File: config.mk
export PLATFORM = sky130hd
export DESIGN_NAME = stepgen_dds
export DESIGN_NICKNAME = d
export VERILOG_FILES = /design/src/rtl/stepgen_pkg.sv /design/src/rtl/vel_cmd_reg.sv /design/src/rtl/phase_acc.sv /design/src/rtl/post_scaler.sv /design/src/rtl/step_driver.sv /design/src/rtl/stepgen_dds.sv
export SDC_FILE = /design/constraint.sdc
export NUM_CORES = 1
export LEC_CHECK = 0
export BUFFER_PORTS_ARGS = -buffer_cell sky130_fd_sc_hd__buf_2
export CAP_MARGIN = 10
export CORE_MARGIN = 2
export CORE_UTILIZATION = 54
export DETAILED_ROUTE_END_ITERATION = 16
export HOLD_SLACK_MARGIN = 0.12
export PLACE_DENSITY = 0.81
export SYNTH_ARGS = -nofsm -noshare
export SYNTH_HDL_FRONTEND = slang
export SYNTH_SLANG_ARGS = --single-unit
File: constraint.sdc
create_clock -name clk -period 2.5 [get_ports clk]
set_input_delay 0.5 -clock clk [delete_from_list [all_inputs] [get_ports clk]]
set_output_delay 0.5 -clock clk [all_outputs]
set_load 0.005 [all_outputs]
File: src/rtl/stepgen_pkg.sv
package stepgen_pkg;

    localparam int ACC_W  = 16;
    localparam int TURN_W = 16;
    localparam int CMD_W  = ACC_W + 1;
    localparam int POS_W  = TURN_W + ACC_W;

    typedef struct packed {
        logic             rev;
        logic [ACC_W-1:0] mag;
    } vel_t;

    typedef struct packed {
        logic valid;
        logic rev;
    } step_evt_t;

    // Signed command to sign/magnitude, magnitude limited to ACC_W bits.
    function automatic vel_t cmd_to_vel(input logic signed [CMD_W-1:0] c);
        vel_t             v;
        logic [CMD_W-1:0] neg;
        v.rev = c[CMD_W-1];
        neg   = -c;
        if (!v.rev)
            v.mag = c[ACC_W-1:0];
        else if (neg[CMD_W-1])
            v.mag = '1;
        else
            v.mag = neg[ACC_W-1:0];
        return v;
    endfunction

endpackage

File: src/rtl/vel_cmd_reg.sv
module vel_cmd_reg
    import stepgen_pkg::*;
(
    input  logic                    clk,
    input  logic                    rst,
    input  logic                    we,
    input  logic signed [CMD_W-1:0] cmd,
    output vel_t                    vel
);

    localparam logic [CMD_W-1:0] MOST_NEG = {1'b1, {ACC_W{1'b0}}};

    vel_t vel_q;

    always_ff @(posedge clk) begin
        if (rst)
            vel_q <= '0;
        else if (we)
            vel_q <= cmd_to_vel(cmd);
    end

    assign vel = vel_q;

    AST_SAT_MAG: assert property (@(posedge clk) disable iff (rst)
        (we && cmd == MOST_NEG) |=> (vel_q.rev && vel_q.mag == '1));

endmodule

File: src/rtl/phase_acc.sv
module phase_acc
    import stepgen_pkg::*;
(
    input  logic              clk,
    input  logic              rst,
    input  logic              tick,
    input  vel_t              vel,
    output logic [ACC_W-1:0]  acc,
    output logic [TURN_W-1:0] turns,
    output step_evt_t         evt
);

    logic [ACC_W-1:0]  acc_q;
    logic [TURN_W-1:0] turns_q;
    step_evt_t         evt_q;
    logic [ACC_W:0]    up_sum;
    logic [ACC_W:0]    dn_dif;

    always_comb begin
        up_sum = {1'b0, acc_q} + {1'b0, vel.mag};
        dn_dif = {1'b0, acc_q} - {1'b0, vel.mag};
    end

    always_ff @(posedge clk) begin
        if (rst) begin
            acc_q   <= '0;
            turns_q <= '0;
            evt_q   <= '0;
        end else begin
            evt_q.valid <= 1'b0;
            if (tick) begin
                if (vel.rev) begin
                    acc_q <= dn_dif[ACC_W-1:0];
                    if (dn_dif[ACC_W]) begin
                        turns_q <= turns_q - 1'b1;
                        evt_q   <= '{valid: 1'b1, rev: 1'b1};
                    end
                end else begin
                    acc_q <= up_sum[ACC_W-1:0];
                    if (up_sum[ACC_W]) begin
                        turns_q <= turns_q + 1'b1;
                        evt_q   <= '{valid: 1'b1, rev: 1'b0};
                    end
                end
            end
        end
    end

    assign acc   = acc_q;
    assign turns = turns_q;
    assign evt   = evt_q;

    AST_CARRY_WRAP: assert property (@(posedge clk) disable iff (rst)
        (evt_q.valid && !evt_q.rev) |-> (acc_q < $past(acc_q)));
    AST_BORROW_WRAP: assert property (@(posedge clk) disable iff (rst)
        (evt_q.valid && evt_q.rev) |-> (acc_q > $past(acc_q)));
    AST_QUIET_ON_IDLE: assert property (@(posedge clk) disable iff (rst)
        !tick |=> !evt_q.valid);

endmodule

File: src/rtl/post_scaler.sv
module post_scaler
    import stepgen_pkg::*;
#(
    parameter int DIV = 4
) (
    input  logic      clk,
    input  logic      rst,
    input  step_evt_t in_evt,
    output step_evt_t out_evt
);

    generate
        if (DIV == 1) begin : g_pass
            assign out_evt = in_evt;
        end else begin : g_div
            localparam int RES_W = $clog2(DIV);
            localparam logic [RES_W-1:0] TOP = RES_W'(DIV - 1);

            logic [RES_W-1:0] res_q;

            always_ff @(posedge clk) begin
                if (rst)
                    res_q <= '0;
                else if (in_evt.valid) begin
                    if (!in_evt.rev)
                        res_q <= (res_q == TOP) ? '0 : res_q + 1'b1;
                    else
                        res_q <= (res_q == '0) ? TOP : res_q - 1'b1;
                end
            end

            always_comb begin
                out_evt.rev   = in_evt.rev;
                out_evt.valid = in_evt.valid &&
                    (in_evt.rev ? (res_q == '0) : (res_q == TOP));
            end

            AST_RES_RANGE: assert property (@(posedge clk) disable iff (rst)
                res_q <= TOP);
        end
    endgenerate

endmodule

File: src/rtl/step_driver.sv
module step_driver
    import stepgen_pkg::*;
(
    input  logic      clk,
    input  logic      rst,
    input  step_evt_t evt,
    output logic      step,
    output logic      dir
);

    logic arm_q;
    logic step_q;
    logic dir_q;

    always_ff @(posedge clk) begin
        if (rst) begin
            arm_q  <= 1'b0;
            step_q <= 1'b0;
            dir_q  <= 1'b0;
        end else begin
            arm_q  <= evt.valid;
            step_q <= arm_q;
            if (evt.valid)
                dir_q <= evt.rev;
        end
    end

    assign step = step_q;
    assign dir  = dir_q;

endmodule

File: src/rtl/stepgen_dds.sv
module stepgen_dds
    import stepgen_pkg::*;
#(
    parameter int PSC_DIV = 4
) (
    input  logic                    clk,
    input  logic                    rst,
    input  logic                    tick_i,
    input  logic                    cmd_we_i,
    input  logic signed [CMD_W-1:0] cmd_i,
    output logic                    step_o,
    output logic                    dir_o,
    output logic [POS_W-1:0]        pos_o
);

    vel_t              vel;
    logic [ACC_W-1:0]  acc;
    logic [TURN_W-1:0] turns;
    step_evt_t         raw_evt;
    step_evt_t         div_evt;

    vel_cmd_reg u_cmd (
        .clk (clk),
        .rst (rst),
        .we  (cmd_we_i),
        .cmd (cmd_i),
        .vel (vel)
    );

    phase_acc u_acc (
        .clk   (clk),
        .rst   (rst),
        .tick  (tick_i),
        .vel   (vel),
        .acc   (acc),
        .turns (turns),
        .evt   (raw_evt)
    );

    post_scaler #(.DIV(PSC_DIV)) u_psc (
        .clk     (clk),
        .rst     (rst),
        .in_evt  (raw_evt),
        .out_evt (div_evt)
    );

    step_driver u_drv (
        .clk  (clk),
        .rst  (rst),
        .evt  (div_evt),
        .step (step_o),
        .dir  (dir_o)
    );

    assign pos_o = {turns, acc};

    AST_TICK_SPACING: assert property (@(posedge clk) disable iff (rst)
        tick_i |=> !tick_i);
    AST_DIR_SETUP: assert property (@(posedge clk) disable iff (rst)
        $rose(step_o) |-> $stable(dir_o));
    AST_STEP_WIDTH: assert property (@(posedge clk) disable iff (rst)
        step_o |=> !step_o);
    AST_POS_HOLD: assert property (@(posedge clk) disable iff (rst)
        !tick_i |=> $stable(pos_o));

endmodule

Yosys cells after proc, flatten, opt, wreduce, memory -nomap -nowiden. Index checks and enable logic that the tools add are counted.

Bits in registers: 56. Input port bits: 21. Output and inout bits: 34. Logic and storage cells: 38.

Add/sub/neg operators: 7. Eq/ne operators: 2. Multiplexer cells: 13. Bitwise operators: 1. Reductions and logical operators: 5.

Operators by type and width (count): 16-bit 2-to-1 mux (6); 16-bit by 16-bit adder with 17-bit output (1); 17-bit negation (1); 16-bit by 16-bit subtractor with 17-bit output (1); 16-bit by 1-bit adder with 16-bit output (second input constant) (1); 16-bit by 1-bit subtractor with 16-bit output (second input constant) (1); 2-bit 2-to-1 mux (6); 3-bit AND reduction (1); 2-bit by 1-bit adder with 2-bit output (second input constant) (1); 2-bit == test (second input constant) (1); 2-bit zero test (1); 2-bit by 1-bit inequality test with 1-bit output (second input constant) (1); 2-bit nonzero test (1); 2-bit OR reduction (1); 2-bit by 1-bit subtractor with 2-bit output (second input constant) (1); 1-bit logical AND (1); 1-bit 2-to-1 mux (1); 1-bit inverter (1).

Logic depth before layout (Yosys ltp).
Depth in word-level cells: 3. Mapped depth: 13. Gate-level depth less buffers: 11.

By module. A second synthesis with hierarchy kept.

Cells, all modules: 609. Area, all modules: 4903.5 um2.

By module, submodules not included: phase_acc (times used 1, cells each 472, area each 3702.3 um2, seq. area each 680.7 um2); vel_cmd_reg (times used 1, cells each 115, area each 970.9 um2, seq. area each 340.3 um2); post_scaler (times used 1, cells each 15, area each 143.9 um2, seq. area each 40.0 um2); step_driver (times used 1, cells each 7, area each 86.3 um2, seq. area each 60.1 um2).

Worst setup path before layout. No wires, ideal clock.

Kind: register to register. Start: register u_acc.acc_q[0] (netlist: u_acc.acc[0]). End: register u_acc.turns_q[10] (netlist: u_acc.turns[10]). Setup time: 0.128 ns. Arrival time: 2.460 ns. Data required time: 2.372 ns. Path slack: -0.087 ns. Stages on the path, launching flop included: 13. Buffers on the path: 2. Path through: dfxtp_1 ha_1 fa_1 nand2b_1 a21oi_1 o211ai_1 a41oi_1 o31ai_1 o31a_1 buf_4 buf_4 mux2i_1 nor2_1.

Word-level cells in the longest chain between the ends: 3. Elaborated cells between the ends (all ways): 5.

RTL lines: from (decl) (line phase_acc.sv:13) `logic [ACC_W-1:0] acc_q;`; from (signal assigned) (line phase_acc.sv:33) `acc_q <= dn_dif[ACC_W-1:0];`; from (signal assigned) (line phase_acc.sv:39) `acc_q <= up_sum[ACC_W-1:0];`; 16-bit by 16-bit subtractor with 17-bit output / 16-bit by 16-bit adder with 17-bit output (equally long branches) (line phase_acc.sv:21, phase_acc.sv:20); 2-bit by 1-bit inequality test with 1-bit output (no source line) / 2-bit nonzero test (equally long branches); 3-bit AND reduction (no source line) (*); to (signal assigned) (line phase_acc.sv:35) `turns_q <= turns_q - 1'b1;`; to (signal assigned) (line phase_acc.sv:41) `turns_q <= turns_q + 1'b1;`; to (decl) (line phase_acc.sv:14) `logic [TURN_W-1:0] turns_q;`.

Mark *: on every way between the ends. The rest lies on a longest branch, timed or not. A chain may end at the register's enable or synchronous reset.

Worst setup path in the final report.
Start: register u_acc.acc_q[0] (netlist: u_acc.acc[0]). End: register u_acc.turns_q[15] (netlist: u_acc.turns[15]).

Same word-level chain as after synthesis.

==> metrics.md <==
| Metric | Value |
|---|---|
| Die footprint | 0.00907 mm² |
| Area delta synth->final | 35.7% |
| First-pass GRT wire length | 20500 µm |
| Synthesized cell area | 0.00449 mm² |
| RSZ-0062 raised after global routing | true |
| Peak supply drop | 0.000340 V |
| Crit-path cells | inv_2 > ha_4 > fa_2 > nor2b_4 > o21ai_4 > a21oi_2 > a311o_1 > a211o_1 > o31a_1 > buf_12 > or4_4 > a21oi_2 |
| Total wire length | approximately 14000 µm |
| Fillers | 582 |
| Placement Cell Area | 0.00555 mm² |
| Fin crit share | 1.11 |
| Vias in the first global route | about 4600 |
| Antenna Nets Post-Route | 0 |
| Number of max-cap violations | 0 |
| Syn_nets | 632 |
| Routed vias | 4858 |
| Drt first pass iters | 5 |
| Commonest non-fill, non-tap cells in the layout | 103 x buf_4, 54 x buf_2, 51 x nor2_1 |
| Slew @ Worst Pin | 0.647 ns |
| Deepest clock path buffer count | 2 |
| Starting DRT DRC Count | 397 |
| Pleak | 0.00301 µW |
| Sequential area share after synthesis | 0.249 |
| Die Wd | 95.2 µm |
| Die Y-Extent | 95.2 µm |
| CORE AREA | 0.00813 mm² |
| Num CTS Buffers | 5 |
| Post-synth EDFFs | 0 |
| I/O Buffers | between 50 and 60 |
| HPWL after DPL | 9350 µm |
| GPL Wtd Cong | approximately 0.96 |
| Commonest non-fill, non-tap cell in the layout | buf_4 |
| Fraction of layout cells with a size suffix above 1 | 0.327 |
| Slew margin rel. | 0.568 |
| Most used cell, CP | a21oi_2 |
| Root Buffer | clkbuf_8 |
| Clk slew on worst S/H paths | 0.11 ns |
| I/O pin count | 55 |
| Worst skew pair latency | 0.32 ns |
| Run status | finished, violations left |
| Post-route DRC | 0 |
| Fin. max-slew vios | 0 |
| Register bit total from synthesis | 56 |
| Largest area contributor in the netlist | dfxtp_1 |
| CP startpoint kind | flop |
| Clock Skew | 0.00586 ns |
| Layout Utilization | 0.750 |
| Vias per cell | 5.96 |
| Pwr dens | about 470 mW/mm² |
| Largest net degree at the start of global routing | 36 |
| Data arrival time of the worst path | 3.04 ns |
| Final Critical Period | between 2 and 3 ns |
| Failing checks | negative setup slack |
| Leading post-synthesis cells by cell area | dfxtp_1 25%, ha_1 14%, a21oi_1 4.7% |
| Initial Util | 0.553 |
| Hold buffers post-CTS | 0 |
| Yosys warns | 0 |
| CTS tree | built |
| FF-to-FF setup slack | -0.27 ns |
| Mapped Cells | between 500 and 600 |
| Average size of a mapped cell | 8.04 µm² |
| Total GRT Usage | 0.280 |
| Post-synth ARST share | 0 |
| Setup violators final | 22 |
| Critical path endpoint category | flop |
| F_max | 0.361 GHz |
| # rows | 33 |
| Critical path type | flop to flop |
| Crit-path max FO | 3 |
| H-tree depth | 2 |
| Hold crit path type | flop to flop |
| Worst path required time | 2.76 ns |
| GRT overflow | 0 |
| Number of antenna violations at the first check in global routing | 0 |
| Top FF cell, synth | dfxtp_1 |
| Sink Count | 56 |
| Post-route worst setup slack | -0.273 ns |
| Slowest stage delay, CP | 0.47 ns |
| Synth cell types | 56 |
| Final Cell Area | 0.00610 mm² |
| Post-synth top area share | 0.249 |
| Avg WL per Cell | approximately 17 µm |
| Final #Nets | 782 |
| Slowest cell on crit path | or4_4 |
| Ant diodes | 0 |
| Final Hold Vio Count | 0 |
[power by group]
part	total [µW]	internal, µW	switching, µW	leakage [µW]
combinational	1350	649	705	0.00251
sequential	1020	958	57.7	0.000462
clock	524	200	325	0.0000404
total	2890	1810	1090	0.00301
[synthesized netlist by cell type, drive strengths merged (10+ instances only)]
cell type,instances
inv,46
clkbuf,18
o21ai,20
nand2,35
o31ai,10
ha,49
xnor2,18
nor2,52
a21oi,42
nor3,15
a21o,13
xor2,19
a211oi,14
dfxtp,56
mux2i,18
a221oi,14
[per-stage QoR]
| step | instances | TNS (ns) | power (µW) | hold slack [ns] | worst slack, ns |
|---|---|---|---|---|---|
| 3_3_place_gp | 791 | -2.09 | 2120 | 0.442 | -0.256 |
| 2_1_floorplan | 559 | -0.0219 | 1670 | 0.414 | -0.00366 |
| 3_5_place_dp | 791 | -3.41 | 2160 | 0.444 | -0.358 |
| 6_report | 815 | -2.70 | 2890 | 0.465 | -0.273 |
| 5_1_grt | 815 | -5.36 | 3050 | 0.480 | -0.343 |
| 4_1_cts | 810 | -3.75 | 2720 | 0.467 | -0.307 |
[logic make-up after synthesis]
group | after synthesis | share of synthesized area
simple gates | 157 | 0.170
compound gates | 168 | 0.257
fa+ha+maj | 52 | 0.150
xor+xnor | 37 | 0.0721
flops | 56 | 0.249
mux | 18 | 0.0401
buf+inv | 71 | 0.0618
[worst max-delay path: cells and delay by family (launching register included)]
| family | cells | cell delay [ns] |
|---|---|---|
| adder cells (fa/ha/maj) | 2 | 0.38 |
| AO/OA/AOI/OAI | 6 | 1.24 |
| AND/OR/NAND/NOR | 2 | 0.53 |
| flip-flops | 1 | 0.35 |
| buffers and inverters | 2 | 0.21 |
[path summary, 6_finish.rpt]
path | from | endpoint | cells past startpoint
worst min register to register | u_drv.arm_q$_SDFF_PP0_ | u_drv.step$_SDFF_PP0_ | 1
worst max register to register | u_acc.acc[0]$_SDFFE_PP0P_ | u_acc.turns[15]$_SDFFE_PP0P_ | 12
worst min-delay path | u_drv.arm_q$_SDFF_PP0_ | u_drv.step$_SDFF_PP0_ | 1
worst max-delay path | u_acc.acc[0]$_SDFFE_PP0P_ | u_acc.turns[15]$_SDFFE_PP0P_ | 12
[state kept, by name, summed over array words and instances, names as in the netlist]
signal and flops:
u_cmd.vel 17, u_psc.g_div.res_q 2, u_acc.evt 2, u_acc.turns 16
u_drv.arm_q 1, u_drv.dir 1, u_drv.step 1, u_acc.acc 16
[area by class of cell]
type,count,area (µm²),area share
clock buffers,5,68.8,0.0113
flip-flops and latches,56,1130,0.186
inverters,46,173,0.0283
well taps,105,131,0.0215
multi-input cells,432,3370,0.553
clock inverters,3,23.8,0.00390
repair buffers,168,1200,0.196
[routing by layer]
layer,vias to the layer above,global-route usage,wire length [µm],part of all wire
met3,42,0.0348,709,0.052
met1,2298,0.335,5420,0.40
li1,2307,-,-,-
met4,0,0.0930,435,0.032
met5,-,0,0,0
met2,211,0.513,7000,0.52
[repair_timing]
item,CTS,global route
pin swaps,20,32
resized for setup,21,50
gates cloned,1,0
setup buffers,11,8
setup endpoints to repair,23,27
(Power assumes the default switching activity.)
